[config.mk]
export PLATFORM = sky130hd
export DESIGN_NAME = nbus_regswitch
export DESIGN_NICKNAME = d
export VERILOG_FILES = /design/src/rtl/nbus_pkg.sv /design/src/rtl/nbus_addr_decode.sv /design/src/rtl/nbus_seq_ctrl.sv /design/src/rtl/nbus_reg_bank.sv /design/src/rtl/nbus_regswitch.sv
export SDC_FILE = /design/constraint.sdc
export NUM_CORES = 1
export LEC_CHECK = 0
export ABC_CLOCK_PERIOD_IN_PS = 3500
export BUFFER_PORTS_ARGS = -buffer_cell sky130_fd_sc_hd__buf_2
export CAP_MARGIN = 20
export CORE_ASPECT_RATIO = 0.6
export CORE_UTILIZATION = 40
export DETAILED_ROUTE_END_ITERATION = 10
export PLACE_DENSITY_LB_ADDON = 0.2
export SYNTH_ARGS = -nofsm -noshare
export SYNTH_HDL_FRONTEND = slang
export SYNTH_HIERARCHICAL = 1
export SYNTH_SLANG_ARGS = --single-unit
[constraint.sdc]
create_clock -name clk -period 3.5 [get_ports clk]
set_input_delay 0 -clock clk [delete_from_list [all_inputs] [get_ports clk]]
set_output_delay 0 -clock clk [all_outputs]
set_load 0.1 [all_outputs]
[src/rtl/nbus_pkg.sv]
package nbus_pkg;
    localparam int NIB = 4;

    typedef enum logic [2:0] {
        DEV_NONE, DEV_SW, DEV_SGL, DEV_DUAL, DEV_IND
    } dev_e;

    typedef enum logic [2:0] {
        T_NONE, T_SW, T_SGL_PRI, T_DUAL_PRI, T_DUAL_AUX, T_IND_PTR, T_IND_SUB
    } tgt_e;

    typedef enum logic [1:0] {
        M_IDLE, M_DUAL, M_IND_PTR, M_IND_DATA
    } mode_e;
endpackage

[src/rtl/nbus_addr_decode.sv]
module nbus_addr_decode
    import nbus_pkg::*;
#(
    parameter logic [3:0] A_SW   = 4'h8,
    parameter logic [3:0] A_SGL  = 4'h1,
    parameter logic [3:0] A_DUAL = 4'h2,
    parameter logic [3:0] A_IND  = 4'h3
) (
    input  logic [3:0] addr,
    output dev_e       dev
);
    always_comb begin
        if (addr == A_SW)        dev = DEV_SW;
        else if (addr == A_SGL)  dev = DEV_SGL;
        else if (addr == A_DUAL) dev = DEV_DUAL;
        else if (addr == A_IND)  dev = DEV_IND;
        else                     dev = DEV_NONE;
    end
endmodule

[src/rtl/nbus_seq_ctrl.sv]
module nbus_seq_ctrl
    import nbus_pkg::*;
#(
    parameter logic [3:0] A_DUAL = 4'h2,
    parameter logic [3:0] A_IND  = 4'h3
) (
    input  logic       clk,
    input  logic       rst,
    input  logic       valid,
    input  logic       wr,
    input  dev_e       dev,
    input  logic [3:0] wdata,
    output tgt_e       tgt,
    output logic       hi,
    output logic [3:0] sw_rdata
);
    typedef struct packed {
        mode_e mode;
        logic  half;
    } seq_t;

    seq_t st_d, st_q;

    always_comb begin
        st_d = st_q;
        tgt  = T_NONE;
        hi   = 1'b0;
        if (valid) begin
            case (dev)
                DEV_SW: begin
                    tgt = T_SW;
                    if (wr) begin
                        st_d.half = 1'b0;
                        if (wdata == A_DUAL)     st_d.mode = M_DUAL;
                        else if (wdata == A_IND) st_d.mode = M_IND_PTR;
                        else                     st_d.mode = M_IDLE;
                    end
                end
                DEV_SGL: tgt = T_SGL_PRI;
                DEV_DUAL: begin
                    if (st_q.mode == M_DUAL) begin
                        tgt = T_DUAL_AUX;
                        hi  = st_q.half;
                        if (st_q.half) begin
                            st_d.mode = M_IDLE;
                            st_d.half = 1'b0;
                        end else begin
                            st_d.half = 1'b1;
                        end
                    end else begin
                        tgt = T_DUAL_PRI;
                    end
                end
                DEV_IND: begin
                    if (st_q.mode == M_IND_PTR) begin
                        tgt = T_IND_PTR;
                        if (wr) begin
                            st_d.mode = M_IND_DATA;
                            st_d.half = 1'b0;
                        end
                    end else if (st_q.mode == M_IND_DATA) begin
                        tgt = T_IND_SUB;
                        hi  = st_q.half;
                        if (st_q.half) begin
                            st_d.mode = M_IDLE;
                            st_d.half = 1'b0;
                        end else begin
                            st_d.half = 1'b1;
                        end
                    end else begin
                        tgt = T_IND_PTR;
                    end
                end
                default: tgt = T_NONE;
            endcase
        end
        if (rst) begin
            st_d.mode = M_IDLE;
            st_d.half = 1'b0;
        end
    end

    always_ff @(posedge clk) begin
        st_q <= st_d;
    end

    always_comb begin
        case (st_q.mode)
            M_DUAL:                sw_rdata = A_DUAL;
            M_IND_PTR, M_IND_DATA: sw_rdata = A_IND;
            default:               sw_rdata = 4'h0;
        endcase
    end


    aux_hi_disarm_chk: assert property (@(posedge clk) disable iff (rst)
        (valid && dev == DEV_DUAL && st_q.mode == M_DUAL && st_q.half) |=> (st_q.mode == M_IDLE));


    ptr_load_phase_chk: assert property (@(posedge clk) disable iff (rst)
        (valid && wr && dev == DEV_IND && st_q.mode == M_IND_PTR) |=> (st_q.mode == M_IND_DATA && !st_q.half));


    ptr_read_hold_chk: assert property (@(posedge clk) disable iff (rst)
        (valid && !wr && dev == DEV_IND && st_q.mode == M_IND_PTR) |=> (st_q.mode == M_IND_PTR));


    other_mod_hold_chk: assert property (@(posedge clk) disable iff (rst)
        (valid && (dev == DEV_SGL || dev == DEV_NONE)) |=> $stable(st_q));
endmodule

[src/rtl/nbus_reg_bank.sv]
module nbus_reg_bank
    import nbus_pkg::*;
#(
    parameter int NUM_SUB = 16
) (
    input  logic       clk,
    input  logic       rst,
    input  logic       valid,
    input  logic       wr,
    input  tgt_e       tgt,
    input  logic       hi,
    input  logic [3:0] wdata,
    input  logic [3:0] sw_rdata,
    output logic [3:0] rdata
);
    localparam int PTR_W  = (NUM_SUB > 1) ? $clog2(NUM_SUB) : 1;
    localparam int BYTE_W = 2 * NIB;

    typedef struct {
        logic [NIB-1:0]    sgl;
        logic [NIB-1:0]    dpri;
        logic [BYTE_W-1:0] aux;
        logic [PTR_W-1:0]  ptr;
        logic [BYTE_W-1:0] sub [NUM_SUB];
    } bank_t;

    bank_t rf_d, rf_q;
    logic [NIB-1:0]    ptr_ext;
    logic [BYTE_W-1:0] sub_sel;

    generate
        if (PTR_W == NIB) begin : g_ptr_full
            assign ptr_ext = rf_q.ptr;
        end else begin : g_ptr_pad
            assign ptr_ext = {{(NIB-PTR_W){1'b0}}, rf_q.ptr};
        end
    endgenerate

    assign sub_sel = rf_q.sub[rf_q.ptr];

    always_comb begin
        rf_d = rf_q;
        if (valid && wr) begin
            case (tgt)
                T_SGL_PRI:  rf_d.sgl  = wdata;
                T_DUAL_PRI: rf_d.dpri = wdata;
                T_DUAL_AUX: begin
                    if (hi) rf_d.aux[BYTE_W-1:NIB] = wdata;
                    else    rf_d.aux[NIB-1:0]      = wdata;
                end
                T_IND_PTR:  rf_d.ptr = wdata[PTR_W-1:0];
                T_IND_SUB: begin
                    if (hi) rf_d.sub[rf_q.ptr][BYTE_W-1:NIB] = wdata;
                    else    rf_d.sub[rf_q.ptr][NIB-1:0]      = wdata;
                end
                default: ;
            endcase
        end
        if (rst) begin
            rf_d.sgl  = '0;
            rf_d.dpri = '0;
            rf_d.aux  = '0;
            rf_d.ptr  = '0;
            for (int i = 0; i < NUM_SUB; i++) rf_d.sub[i] = '0;
        end
    end

    always_ff @(posedge clk) begin
        rf_q <= rf_d;
    end

    always_comb begin
        rdata = 4'h0;
        if (valid && !wr) begin
            case (tgt)
                T_SW:       rdata = sw_rdata;
                T_SGL_PRI:  rdata = rf_q.sgl;
                T_DUAL_PRI: rdata = rf_q.dpri;
                T_DUAL_AUX: rdata = hi ? rf_q.aux[BYTE_W-1:NIB] : rf_q.aux[NIB-1:0];
                T_IND_PTR:  rdata = ptr_ext;
                T_IND_SUB:  rdata = hi ? sub_sel[BYTE_W-1:NIB] : sub_sel[NIB-1:0];
                default:    rdata = 4'h0;
            endcase
        end
    end


    idle_rdata_zero_chk: assert property (@(posedge clk) disable iff (rst)
        !(valid && !wr) |-> (rdata == 4'h0));


    unmapped_read_zero_chk: assert property (@(posedge clk) disable iff (rst)
        (valid && !wr && tgt == T_NONE) |-> (rdata == 4'h0));


    unmapped_write_quiet_chk: assert property (@(posedge clk) disable iff (rst)
        (valid && wr && tgt == T_NONE) |=>
            ($stable(rf_q.sgl) && $stable(rf_q.dpri) && $stable(rf_q.aux) && $stable(rf_q.ptr)));


    sgl_write_lands_chk: assert property (@(posedge clk) disable iff (rst)
        (valid && wr && tgt == T_SGL_PRI) |=> (rf_q.sgl == $past(wdata)));
endmodule

[src/rtl/nbus_regswitch.sv]
module nbus_regswitch
    import nbus_pkg::*;
#(
    parameter logic [3:0] A_SW    = 4'h8,
    parameter logic [3:0] A_SGL   = 4'h1,
    parameter logic [3:0] A_DUAL  = 4'h2,
    parameter logic [3:0] A_IND   = 4'h3,
    parameter int         NUM_SUB = 16
) (
    input  logic       clk,
    input  logic       rst,
    input  logic       io_valid,
    input  logic       io_wr,
    input  logic [3:0] io_addr,
    input  logic [3:0] io_wdata,
    output logic [3:0] io_rdata
);
    dev_e       dev;
    tgt_e       tgt;
    logic       hi;
    logic [3:0] sw_rdata;

    nbus_addr_decode #(
        .A_SW(A_SW), .A_SGL(A_SGL), .A_DUAL(A_DUAL), .A_IND(A_IND)
    ) u_dec (
        .addr (io_addr),
        .dev  (dev)
    );

    nbus_seq_ctrl #(
        .A_DUAL(A_DUAL), .A_IND(A_IND)
    ) u_seq (
        .clk      (clk),
        .rst      (rst),
        .valid    (io_valid),
        .wr       (io_wr),
        .dev      (dev),
        .wdata    (io_wdata),
        .tgt      (tgt),
        .hi       (hi),
        .sw_rdata (sw_rdata)
    );

    nbus_reg_bank #(
        .NUM_SUB(NUM_SUB)
    ) u_bank (
        .clk      (clk),
        .rst      (rst),
        .valid    (io_valid),
        .wr       (io_wr),
        .tgt      (tgt),
        .hi       (hi),
        .wdata    (io_wdata),
        .sw_rdata (sw_rdata),
        .rdata    (io_rdata)
    );
endmodule

==> results.sh <==
export IMPL_status="complete, no violations"
export IMPL_mostFrequentLayoutCells="149 x dfxtp_1, 140 x a21oi_1, 130 x nand3_1, 107 x o21ai_0, 37 x mux2i_1"
export IMPL_synth_flop_cell="dfxtp_1"
export IMPL_fin_hold_ws_ns=0.1628
export IMPL_crit_slowest_cell="or4_1"
export IMPL_power_leakage_nw=2.518
export IMPL_setup_worst_path_class="flip-flop to output port"
export IMPL_finalHoldViolations=0
export IMPL_start_kind="flip-flop"
export IMPL_fin_crit_sh_pct=93.29
export IMPL_synth_seq_cells=151
export IMPL_antenna_found_initial=0
export IMPL_multi_input_area_um2=4163
export IMPL_yosys_area_share_simple_pct=17.85
export IMPL_row_count=38
export IMPL_power_density_nw_per_um2=430.9
export IMPL_drtAntennaViolNets=0
export IMPL_critPathArrivalTime_ns=3.27
export IMPL_period_needed_ns=3.265
export IMPL_synth_edf_count=0
export IMPL_synth_top_family_by_area="compound AO/OA/AOI/OAI gates"
export IMPL_dieArea_um2=19860
export IMPL_synth_seq_area_share_pct=39.20
export IMPL_rsz0062_at_grt="false"
export IMPL_clock_path_buffers=2
export IMPL_fin_nets=861
export IMPL_synthAdderAreaFrac_pct=0
export IMPL_place_area_um2=7938
export IMPL_syn_avg_cell_area_um2=8.733
export IMPL_die_x_um=181.2
export IMPL_vias=6948
export IMPL_slew_headroom_pct=32.31
export IMPL_area_growth_pct=10.35
export IMPL_postCtsResizedCells=0
export IMPL_synth_top_area_share_pct=39.20
export IMPL_final_setup_viol_count=0
export IMPL_synth_compound_area_share_pct=22.78
export IMPL_crit_chain="mux2_2 > a221oi_1 > or3_1 > o2111ai_2 > or4_1 > o32ai_2 > buf_12"
export IMPL_drive_gt1_share_pct=16.03
export IMPL_cts_tree="built"
export IMPL_skew_ns=0.007422
export IMPL_seqPwrFrac_pct=46.9
export IMPL_crit_buf_inv=1
export IMPL_hold_path_class="input port to flip-flop"
export IMPL_drtIter0Drc=862
export IMPL_cts_sinks=151
export IMPL_worstMarginPinSlew_ns=1.015
export IMPL_grt_pass1_wl_um=37540
export IMPL_dp_hpwl_um=14140
export IMPL_insertion_delay_ns=0.42
export IMPL_first_pass_iters=6
export IMPL_track_usage_pct=24.52
export IMPL_pre_cts_ws_ns=0.2245
export IMPL_synth_area_mux_share_pct=12.54
export IMPL_yosysTopAreaCell="dfxtp_1"
export IMPL_post_cts_buffers=0
export IMPL_grt_remaining_overflow=0
export IMPL_power_internal_mw=2.806
export IMPL_pwr_share_comb_pct=3.2
export IMPL_die_h_um=109.6
export IMPL_wl_per_cell_um=21.37
export IMPL_finalWorstSetupSlack_ns=0.2350
export IMPL_grt_pass1_vias=6290
export IMPL_clockPowerShare_pct=49.9
export IMPL_p_sw_mw=0.8605
export IMPL_setup_tns_ns=0
export IMPL_slew_viol_final=0
export IMPL_synth_area_leaders="dfxtp_1 39%, a21oi_1 9.1%, nand3_1 8.4%"
export IMPL_vdd_drop_max_mv=0.3047
export IMPL_drt_vias_per_instance=6.311
export IMPL_holdBufCountCts=0
export IMPL_io_buffers=15
export IMPL_gp_congestion=0.8664
export IMPL_crit_fanout=9
export IMPL_cts_buffers=17
export IMPL_htree_num_levels=4
export IMPL_power_mw=3.666
export IMPL_wl_um=23530
export IMPL_max_freq_mhz=306.3
export IMPL_maxCapViolations=0
export IMPL_cts_root_buffer="clkbuf_16"
export IMPL_grt_max_degree=86
export IMPL_core_um2=18450
export IMPL_yosysWarnings=6
export IMPL_crit_path_end_kind="output port"
export IMPL_required_ns=3.50
export IMPL_final_common_cell="dfxtp_1"
export IMPL_seqCellArea_um2=3025
export IMPL_synth_xor_area_share_pct=0.2272
export IMPL_swShare_pct=23.47
export IMPL_crit_family="compound AO/OA/AOI/OAI gates"
export IMPL_n_fill_cell=1777
export IMPL_diodes=0
export IMPL_final_design_area_no_fill_um2=8509
export IMPL_start_util_pct=41.80
export IMPL_drc=0
export IMPL_ios=16
export IMPL_synth_area_um2=7711
export IMPL_netlist_instances=883
export IMPL_yosys_cell_types_count=60
export IMPL_max_stage_delay_ns=0.58
export IMPL_synthArstFlopShare_pct=0
export IMPL_clkTransAtPathRegs_ns=0.07
[per-layer routing]
metal | wire, µm | vias up | global-route usage, %
met5 | 0 | - | 0
met4 | 126 | 0 | 6.356
met3 | 1893 | 10 | 5.863
met2 | 9647 | 286 | 33.05
met1 | 11860 | 3463 | 37.95
li1 | - | 3189 | -
[flip-flops by register name (all words and copies together) (netlist names)]
signal,cells
u_bank/ptr_ext,4
u_seq/st_q,3
u_bank/rf_q,144
[power by group through the flow]
stage	combinational [mW]	clock [mW]	sequential (mW)
finish	0.117	1.83	1.72
global route	0.126	1.94	1.72
CTS	0.116	1.85	1.72
detailed placement	0.116	0	1.76
global placement	0.117	0	1.76
floorplan	0.0802	0	1.76
[cells by family (layout without fill, tap and decap cells)]
family / count (synthesis) / in the layout
XOR/XNOR: 2 / 2
flip-flops: 151 / 151
buffers and inverters: 112 / 89
other: 1 / 2
AO/OA/AOI/OAI: 319 / 319
AND/OR/NAND/NOR: 233 / 233
multiplexers: 65 / 65
[cells in the mapped netlist, types with 3 or more instances]
library cell and count:
or3_1 3, buf_1 7, nor3_1 4, nor2b_1 7
a211oi_1 8, buf_2 16, clkbuf_1 60, a21oi_1 140
nor4_4 8, dfxtp_1 151, mux2i_1 37, o21ai_0 107
o32ai_1 4, nand3_1 130, nand2b_1 7, nor2_1 27
a22o_1 7, o21ai_1 30, nand4_1 10, nand3b_1 4
inv_1 5, o221ai_1 5, buf_6 11, mux4_2 25
buf_4 11, nand2_1 11, mux2_2 3
[final cells by class]
class	count	share of cell area, %
sequential	151	35.55
tap	240	3.529
multi-input combinational	621	48.92
clock buffer	19	5.205
clock inverter	12	1.514
inverter	7	0.3382
timing repair buffer	51	4.940
[through the flow]
| step | util, % | cells |
|---|---|---|
| final | 46.13 | 1101 |
| after global routing | 46.13 | 1101 |
| after CTS | 46.13 | 1101 |
| after detailed placement | 43.03 | 1070 |
| after global placement | 43.03 | 1070 |
| after floorplan | - | 884 |
[worst paths after layout]
path / endpoint / slack, ns / from / cells past startpoint
worst max-delay path: io_rdata[2] / 0.23 / u_seq/st_q[2]$_SDFFE_PP0P_ / 7
worst min-delay path: u_bank/rf_q[135]$_SDFFE_PP0P_ / 0.16 / rst / 2
worst max register to register: u_bank/rf_q[83]$_SDFFE_PP0P_ / 0.49 / u_seq/st_q[1]$_SDFFE_PP0P_ / 8
worst min register to register: u_bank/rf_q[76]$_SDFFE_PP0P_ / 0.47 / u_bank/rf_q[76]$_SDFFE_PP0P_ / 2
No activity file was read; power rests on OpenSTA's default activity.
